File: src/rtl/pp_capture_pkg.sv
package pp_capture_pkg;

    typedef enum logic [1:0] {
        ST_FILL0 = 2'd0,
        ST_FILL1 = 2'd1,
        ST_WAIT0 = 2'd2,
        ST_WAIT1 = 2'd3
    } cap_state_e;

endpackage

File: src/rtl/pp_addr_ctr.sv
module pp_addr_ctr #(
    parameter int DEPTH  = 1600,
    parameter int ADDR_W = $clog2(DEPTH)
) (
    input  logic              clk,
    input  logic              rst_n,
    input  logic              inc,
    input  logic              clr,
    output logic [ADDR_W-1:0] addr,
    output logic              last
);

    localparam logic [ADDR_W-1:0] TOP = ADDR_W'(DEPTH - 1);

    assign last = (addr == TOP);

    always_ff @(posedge clk) begin
        if (!rst_n) begin
            addr <= '0;
        end else if (clr) begin
            addr <= '0;
        end else if (inc && !last) begin
            addr <= addr + 1'b1;
        end
    end

    AST_ADDR_RANGE: assert property (@(posedge clk) disable iff (!rst_n)
        addr <= TOP);
    AST_CLR_REWIND: assert property (@(posedge clk) disable iff (!rst_n)
        clr |=> (addr == '0));

endmodule

File: src/rtl/pp_capture_fsm.sv
module pp_capture_fsm
    import pp_capture_pkg::*;
(
    input  logic       clk,
    input  logic       rst_n,
    input  logic       smp_valid,
    input  logic [1:0] bank_ack,
    input  logic [1:0] last,
    output logic [1:0] inc,
    output logic [1:0] clr,
    output logic [1:0] full_q,
    output logic       overrun_q
);

    cap_state_e state_q, state_d;
    logic [1:0] done;

    // next-state logic
    always_comb begin
        state_d = state_q;
        unique case (state_q)
            ST_FILL0: begin
                if (smp_valid && last[0]) begin
                    state_d = (full_q[1] && !bank_ack[1]) ? ST_WAIT1 : ST_FILL1;
                end
            end
            ST_FILL1: begin
                if (smp_valid && last[1]) begin
                    state_d = (full_q[0] && !bank_ack[0]) ? ST_WAIT0 : ST_FILL0;
                end
            end
            ST_WAIT0: if (bank_ack[0]) state_d = ST_FILL0;
            ST_WAIT1: if (bank_ack[1]) state_d = ST_FILL1;
            default:  state_d = ST_FILL0;
        endcase
    end

    // state register
    always_ff @(posedge clk) begin
        if (!rst_n) state_q <= ST_FILL0;
        else        state_q <= state_d;
    end

    // outputs
    always_comb begin
        inc = 2'b00;
        unique case (state_q)
            ST_FILL0: inc[0] = smp_valid;
            ST_FILL1: inc[1] = smp_valid;
            ST_WAIT0, ST_WAIT1: inc = 2'b00;
            default:  inc = 2'b00;
        endcase
        done = inc & last;
        clr  = bank_ack & full_q;
    end

    always_ff @(posedge clk) begin
        if (!rst_n) begin
            full_q    <= 2'b00;
            overrun_q <= 1'b0;
        end else begin
            for (int b = 0; b < 2; b++) begin
                if (done[b])     full_q[b] <= 1'b1;
                else if (clr[b]) full_q[b] <= 1'b0;
            end
            overrun_q <= (state_d == ST_WAIT0) || (state_d == ST_WAIT1);
        end
    end

    AST_ONE_WRITER: assert property (@(posedge clk) disable iff (!rst_n)
        $onehot0(inc));
    AST_FILL0_FREE: assert property (@(posedge clk) disable iff (!rst_n)
        (state_q == ST_FILL0) |-> !full_q[0]);
    AST_FILL1_FREE: assert property (@(posedge clk) disable iff (!rst_n)
        (state_q == ST_FILL1) |-> !full_q[1]);
    AST_FLAG_HOLD0: assert property (@(posedge clk) disable iff (!rst_n)
        (full_q[0] && !bank_ack[0]) |=> full_q[0]);
    AST_FLAG_HOLD1: assert property (@(posedge clk) disable iff (!rst_n)
        (full_q[1] && !bank_ack[1]) |=> full_q[1]);
    AST_ACK_CLEAR0: assert property (@(posedge clk) disable iff (!rst_n)
        (full_q[0] && bank_ack[0]) |=> !full_q[0]);
    AST_ACK_CLEAR1: assert property (@(posedge clk) disable iff (!rst_n)
        (full_q[1] && bank_ack[1]) |=> !full_q[1]);
    AST_STALL_NO_WRITE: assert property (@(posedge clk) disable iff (!rst_n)
        overrun_q |-> (inc == 2'b00));
    AST_STALL_FLAGGED: assert property (@(posedge clk) disable iff (!rst_n)
        overrun_q |-> (full_q != 2'b00));

endmodule

File: src/rtl/pingpong_capture.sv
module pingpong_capture #(
    parameter int SAMPLE_W = 12,
    parameter int WORD_W   = 16,
    parameter int DEPTH    = 1600,
    parameter int ADDR_W   = $clog2(DEPTH)
) (
    input  logic                clk,
    input  logic                rst_n,
    input  logic                smp_valid,
    input  logic [SAMPLE_W-1:0] smp_data,
    input  logic [1:0]          bank_ack,
    output logic                wr_en0,
    output logic [ADDR_W-1:0]   wr_addr0,
    output logic [WORD_W-1:0]   wr_data0,
    output logic                wr_en1,
    output logic [ADDR_W-1:0]   wr_addr1,
    output logic [WORD_W-1:0]   wr_data1,
    output logic [1:0]          bank_full,
    output logic                overrun
);

    localparam int PAD_W = WORD_W - SAMPLE_W;

    logic [1:0]        inc, clr, last;
    logic [ADDR_W-1:0] addr [2];
    logic [WORD_W-1:0] word;

    assign word = {{PAD_W{1'b0}}, smp_data};

    pp_capture_fsm u_fsm (
        .clk       (clk),
        .rst_n     (rst_n),
        .smp_valid (smp_valid),
        .bank_ack  (bank_ack),
        .last      (last),
        .inc       (inc),
        .clr       (clr),
        .full_q    (bank_full),
        .overrun_q (overrun)
    );

    for (genvar b = 0; b < 2; b++) begin : g_bank
        pp_addr_ctr #(.DEPTH(DEPTH), .ADDR_W(ADDR_W)) u_ctr (
            .clk   (clk),
            .rst_n (rst_n),
            .inc   (inc[b]),
            .clr   (clr[b]),
            .addr  (addr[b]),
            .last  (last[b])
        );
    end

    assign wr_en0   = inc[0];
    assign wr_en1   = inc[1];
    assign wr_addr0 = addr[0];
    assign wr_addr1 = addr[1];
    assign wr_data0 = word;
    assign wr_data1 = word;

    AST_NO_DUAL_WRITE: assert property (@(posedge clk) disable iff (!rst_n)
        !(wr_en0 && wr_en1));

endmodule

File: config.mk
export PLATFORM = sky130hd
export DESIGN_NAME = pingpong_capture
export DESIGN_NICKNAME = d
export VERILOG_FILES = /design/src/rtl/pp_capture_pkg.sv /design/src/rtl/pp_addr_ctr.sv /design/src/rtl/pp_capture_fsm.sv /design/src/rtl/pingpong_capture.sv
export SDC_FILE = /design/constraint.sdc
export NUM_CORES = 1
export LEC_CHECK = 0
export ABC_CLOCK_PERIOD_IN_PS = 2170
export BUFFER_PORTS_ARGS = -buffer_cell sky130_fd_sc_hd__buf_2
export CAP_MARGIN = 20
export CELL_PAD_IN_SITES_DETAIL_PLACEMENT = 1
export CELL_PAD_IN_SITES_GLOBAL_PLACEMENT = 2
export CORE_ASPECT_RATIO = 0.7
export CORE_MARGIN = 2
export CORE_UTILIZATION = 26
export DETAILED_ROUTE_END_ITERATION = 8
export GPL_ROUTABILITY_DRIVEN = 0
export GPL_TIMING_DRIVEN = 0
export PLACE_DENSITY = 0.83
export SLEW_MARGIN = 20
export SYNTH_ARGS = -nofsm -noshare
export SYNTH_HDL_FRONTEND = slang
export SYNTH_HIERARCHICAL = 1
export SYNTH_SLANG_ARGS = --single-unit
File: constraint.sdc
create_clock -name clk -period 2.17 [get_ports clk]
set_input_delay 0.217 -clock clk [delete_from_list [all_inputs] [get_ports clk]]
set_output_delay 0.217 -clock clk [all_outputs]
set_load 0.02 [all_outputs]
==> results of run 1 <==
==> critical path, stage by stage (launching register included) <==
cell	delay [ps]
dfxtp_1	390
nor2b_2	230
and2_1	370
nand4_1	300
or4_1	550
a21oi_1	140
==> logic make-up after synthesis <==
kind of cell | Yosys count | share of synthesized area
AOI/OAI and AO/OA | 61 | 0.223
adders and majority gates | 2 | 0.0139
buffers and inverters | 45 | 0.170
DFF | 27 | 0.301
other | 1 | 0.00209
and+or+nand+nor | 75 | 0.290
==> cells in the mapped netlist (all sizes together), types with 6 or more instances <==
| cell | number | area [um^2] |
|---|---|---|
| nand3 | 16 | 90.1 |
| nor2b | 6 | 40.0 |
| a31oi | 7 | 43.8 |
| o31ai | 9 | 67.6 |
| buf | 36 | 273 |
| o21ai | 10 | 50.1 |
| inv | 7 | 26.3 |
| a21oi | 13 | 65.1 |
| or4 | 10 | 77.6 |
| dfxtp | 27 | 541 |
| nand2 | 7 | 26.3 |
| o211ai | 8 | 60.1 |
==> through the flow <==
stage               instances  setup WS [ps]
detailed placement        367            130
global placement          367            133
global route              371           15.3
CTS                       371           77.6
floorplan                 218            276
finish                    371            130
==> state kept, by name (all words and copies together), names as in the netlist <==
register and count:
g_bank.u_ctr/addr 22, u_fsm/full_q 2, u_fsm/overrun_q 1, u_fsm/state_q 2
==> cell type report <==
| class | count | area [um^2] |
|---|---|---|
| timing repair buffer | 55 | 275 |
| inverter | 7 | 26.3 |
| sequential | 27 | 541 |
| tap | 94 | 118 |
| clock inverter | 1 | 5.00 |
| fill | 844 | 4460 |
| multi-input combinational | 146 | 983 |
| clock buffer | 3 | 41.3 |
| buffer | 38 | 280 |
==> report_power, final <==
group,internal [mW],total (mW),switching [mW]
Sequential,0.505,0.519,0.0142
Combinational,0.0833,0.196,0.112
Clock,0.129,0.291,0.162
Total,0.717,1.01,0.289
==> repair_timing <==
| item | CTS | global route |
|---|---|---|
| setup endpoints to repair | 0 | 2 |
| hold buffers | 0 | 0 |
| gates resized for setup | 0 | 1 |
==> metal layers <==
| layer | vias up | routed length (um) | GRT usage |
|---|---|---|---|
| met5 | - | 0 | 0 |
| met4 | 0 | 38 | 0.0219 |
| met3 | 4 | 281 | 0.0257 |
| met2 | 53 | 2320 | 0.209 |
| met1 | 873 | 2480 | 0.186 |
| li1 | 907 | - | - |
==> path summary, 6_finish.rpt <==
kind                    start                      end  cells past startpoint
min reg2reg   u_fsm/full_q[1]          u_fsm/full_q[1]                      2
min               bank_ack[1]          u_fsm/full_q[1]                      4
max          u_fsm/state_q[1]  g_bank[1].u_ctr/addr[9]                      5
max reg2reg  u_fsm/state_q[1]  g_bank[1].u_ctr/addr[9]                      5
==> impl_metrics.tcl, run 1 <==
set metrics [dict create \
    outcome "finished, final reports clean" \
    power.density_nw_per_um2 443 \
    cts_inserted_buffers 3 \
    grt_first_pass_wirelength_mm 7.90 \
    die_x_um 103 \
    synthCells 211 \
    h-tree-depth 1 \
    yosys_warnings 6 \
    min_period_over_period 0.940 \
    dr.first_iter.drc_count 107 \
    grt_start_max_net_pins 16 \
    startpoint_type "flop" \
    ys_seq_elements 27 \
    whs_ps 251 \
    cp.arrival_ps 2250 \
    fin_nets 297 \
    period_needed_ps 2040 \
    crit_type "reg2reg" \
    place.detailed.hpwl_mm 3.95 \
    hold_viol 0 \
    r2r_setup_slack_ps 130 \
    syn_to_final_growth_pct 26.2 \
    synth_cell_types 44 \
    routed_wl_mm 5.12 \
    wire_per_inst_um 13.8 \
    rsz0062_at_grt "no" \
    ys_seq_area_frac 0.301 \
    p_total_mw 1.01 \
    synth-async-reset-ratio 0 \
    clock_latency_ps 270 \
    slew_viol_final 0 \
    crit_fanout 10 \
    skew_ps 6.13 \
    synth_area_um2 1800 \
    grt_pass1_vias 1644 \
    drv_cap 0 \
    clk_pin_slew_ps 100 \
    postCtsSetupRepairBufs 0 \
    tns_ps 0 \
    hold_class "in2reg" \
    initial_core_util 0.267 \
    peakVddDrop_uv 262 \
    grtUsageTotal 0.131 \
    tritoncts "done" \
    syn_avg_cell_area_um2 8.52 \
    antenna_cells 0 \
    setup_viol_count_final 0 \
    port_buffers 55 \
    ctsRootBufferMaster "clkbuf_8" \
    final_cell_area_um2 2270 \
    synth_edf_count 0 \
    drive_above_1_share 0.390 \
    leakage_nw 0.947 \
    cp_data_required_time_ps 2380 \
    fin_util 0.337 \
    drc 0 \
    core-area_um2 6730 \
    num_rows 25 \
    max_freq_ghz 0.490 \
    dieHeight_um 73.6 \
    layout_commonest_cell "buf_2" \
    antenna_left 0 \
    synth_ff_type "dfxtp_1" \
    clock_path_buffers 2 \
    final_cell_mix "57 x buf_2, 32 x buf_4, 27 x dfxtp_1" \
    via_count 1837 \
    end_kind "flop" \
    first_pass_iters 4 \
    placed_cell_area_um2 2220 \
    gr-total-overflow 0 \
    antenna_found_initial 0 \
    die_area_um2 7610 \
    numClockSinks 27 \
    via_per_inst 4.95 \
    io_pins 76 \
]
Power figures use the tool's default switching activity.
==> run 2, diff against run 1 <==
--- a/config.mk
+++ b/config.mk
@@ -17,6 +17,7 @@
 export GPL_ROUTABILITY_DRIVEN = 0
 export GPL_TIMING_DRIVEN = 0
 export PLACE_DENSITY = 0.83
+export SETUP_SLACK_MARGIN = 0.02
 export SLEW_MARGIN = 20
 export SYNTH_ARGS = -nofsm -noshare
 export SYNTH_HDL_FRONTEND = slang
==> constraint.sdc (replaced) <==
create_clock -name clk -period 2.17 [get_ports clk]
set_input_delay 0.651 -clock clk [delete_from_list [all_inputs] [get_ports clk]]
set_output_delay 0.651 -clock clk [all_outputs]
set_load 0.02 [all_outputs]
==> run 2 against run 1 <==
  * Global-route usage is 0.13 points higher
  * Critical endpoint is now wr_en0
  * Sequential share of layout area about the same
  * Combinational power hardly changed
  * Highest routed layer unchanged
  * Largest power group unchanged
==> impl_metrics.tcl, run 2 (same netlist as run 1, synthesis figures left out) <==
set metrics [dict create \
    grt_first_pass_wirelength_mm 7.91 \
    cp_num_buf_inv 2 \
    h-tree-depth 1 \
    antenna_cells 0 \
    top_regs "g_bank.u_ctr/addr (22), u_fsm/full_q (2), u_fsm/state_q (2)" \
    hold_viol 0 \
    peakVddDrop_uv 159 \
    io_pins 76 \
    worstHoldPathCells 2 \
    slowest_delay_ps 410 \
    clock_latency_ps 280 \
    startpoint_type "primary input" \
    cp_data_required_time_ps 1520 \
    r2r_setup_slack_ps 230 \
    initial_core_util 0.267 \
    p_total_mw 1.03 \
    min_to "u_fsm/full_q[1]" \
    dieHeight_um 73.6 \
    hold_class "reg2reg" \
    cpMostUsedCell "buf_2" \
    final_cell_mix "57 x buf_2, 32 x buf_4, 27 x dfxtp_1" \
    clock_path_buffers 2 \
    grt_pass1_vias 1633 \
    place.detailed.hpwl_mm 3.89 \
    drv_cap 0 \
    setup_viol_count_final 0 \
    gr-total-overflow 0 \
    wire_per_inst_um 13.6 \
    tritoncts "done" \
    first_pass_iters 4 \
    dr.first_iter.drc_count 114 \
    fillCellCount 834 \
    via_per_inst 4.87 \
    cts_inserted_buffers 3 \
    drc 0 \
    critPathSlowestCell "nor3b_4" \
    end_kind "output pin" \
    die_area_um2 7610 \
    cp.arrival_ps 1410 \
    die_x_um 103 \
    leakage_nw 0.946 \
    r2r-end "g_bank[0].u_ctr/addr[9]" \
    core-area_um2 6730 \
    antenna_left 0 \
    antenna_found_initial 0 \
    layout_commonest_cell "buf_2" \
    skew_ps 4.34 \
    crit_fanout 11 \
    period_needed_ps 2070 \
    fin_nets 297 \
    hp-start "u_fsm/full_q[1]" \
    slew_viol_final 0 \
    power.density_nw_per_um2 453 \
    min_period_over_period 0.952 \
    tns_ps 0 \
    via_count 1805 \
    numClockSinks 27 \
    ctsRootBufferMaster "clkbuf_8" \
    clk_pin_slew_ps 100 \
    crit_family "simple AND/OR/NAND/NOR gates" \
    cp_cell_sequence "buf_2, nor3b_4, buf_2" \
    r2r-start "u_fsm/state_q[0]" \
    crit_type "in2out" \
    drive_above_1_share 0.390 \
    rsz0062_at_grt "no" \
    largest_reg_flops 22 \
    grt_start_max_net_pins 15 \
    max_freq_ghz 0.484 \
    grtUsageTotal 0.133 \
    num_rows 25 \
    worst-r2r-cell-count 4 \
    port_buffers 55 \
    postCtsSetupRepairBufs 0 \
    top_register "g_bank.u_ctr/addr" \
    syn_to_final_growth_pct 26.3 \
    outcome "finished, final reports clean" \
    routed_wl_mm 5.06 \
]
## run 2: cell types whose count changed in the layout (fill, tap and decap cells not counted)
| cell | change |
|---|---|
| and2_1 | -1 |
| and2_4 | +1 |
| clkbuf_1 | +1 |
| clkinv_2 | -1 |
## run 2: worst reg2reg max path, stage by stage, from the launching register on
cell and delay, ps:
dfxtp_1 400, nor3b_4 440, nand4_1 340, or4_1 560, a21oi_1 150
## run 2: layout make-up
class	instances	area [um^2]	share of cell area
Buffer	38	280	0.123
Clock buffer	4	45.0	0.0198
Inverter	7	26.3	0.0116
Multi-Input combinational cell	146	986	0.434
Sequential cell	27	541	0.238
Tap cell	94	118	0.0518
Timing Repair Buffer	55	275	0.121
## run 2: worst max path at each step
stage | startpoint | end | slack [ps] | cells after the start
2_1_floorplan | smp_valid | g_bank[1].u_ctr/addr[9] | 40 | 5
3_3_place_gp | smp_valid | g_bank[1].u_ctr/addr[9] | -250 | 6
3_5_place_dp | smp_valid | g_bank[1].u_ctr/addr[9] | -230 | 6
4_1_cts | smp_valid | wr_en1 | 60 | 4
5_1_grt | smp_valid | wr_en0 | 20 | 3
6_report | smp_valid | wr_en0 | 100 | 3
## run 2: stage by stage
stage / cell area (um^2) / setup WS (ps) / utilization / hold WS (ps) / std cells
after floorplan: 1830 / 40.0 / - / 534 / 218
after global placement: 2220 / -246 / 0.331 / 489 / 367
after detailed placement: 2220 / -234 / 0.331 / 492 / 367
after CTS: 2270 / 57.0 / 0.337 / 508 / 371
after global routing: 2270 / 23.9 / 0.338 / 560 / 371
final: 2270 / 104 / 0.338 / 498 / 371
## run 2: where the power goes
group	internal (mW)	leakage (nW)	switching [mW]	total, mW
clock network	0.132	0.0228	0.180	0.312
registers	0.505	0.218	0.0144	0.519
logic	0.0840	0.705	0.114	0.198
total	0.721	0.946	0.308	1.03
## run 2: metal layers
metal  share of wire  track usage  routed length (um)  vias up
met5               0            0                   0        -
met4           0.013       0.0468                  66        0
met3           0.038       0.0209                 190        5
met2            0.43        0.194                2180       37
met1            0.52        0.196                2630      862
li1                -            -                   -      901
## run 2: timing repair
action / 4_1_cts / 5_1_grt
setup endpoints to repair: 1 / 1
pin swaps: 0 / 0
resized for setup: 1 / 1
hold buffers: 0 / 0
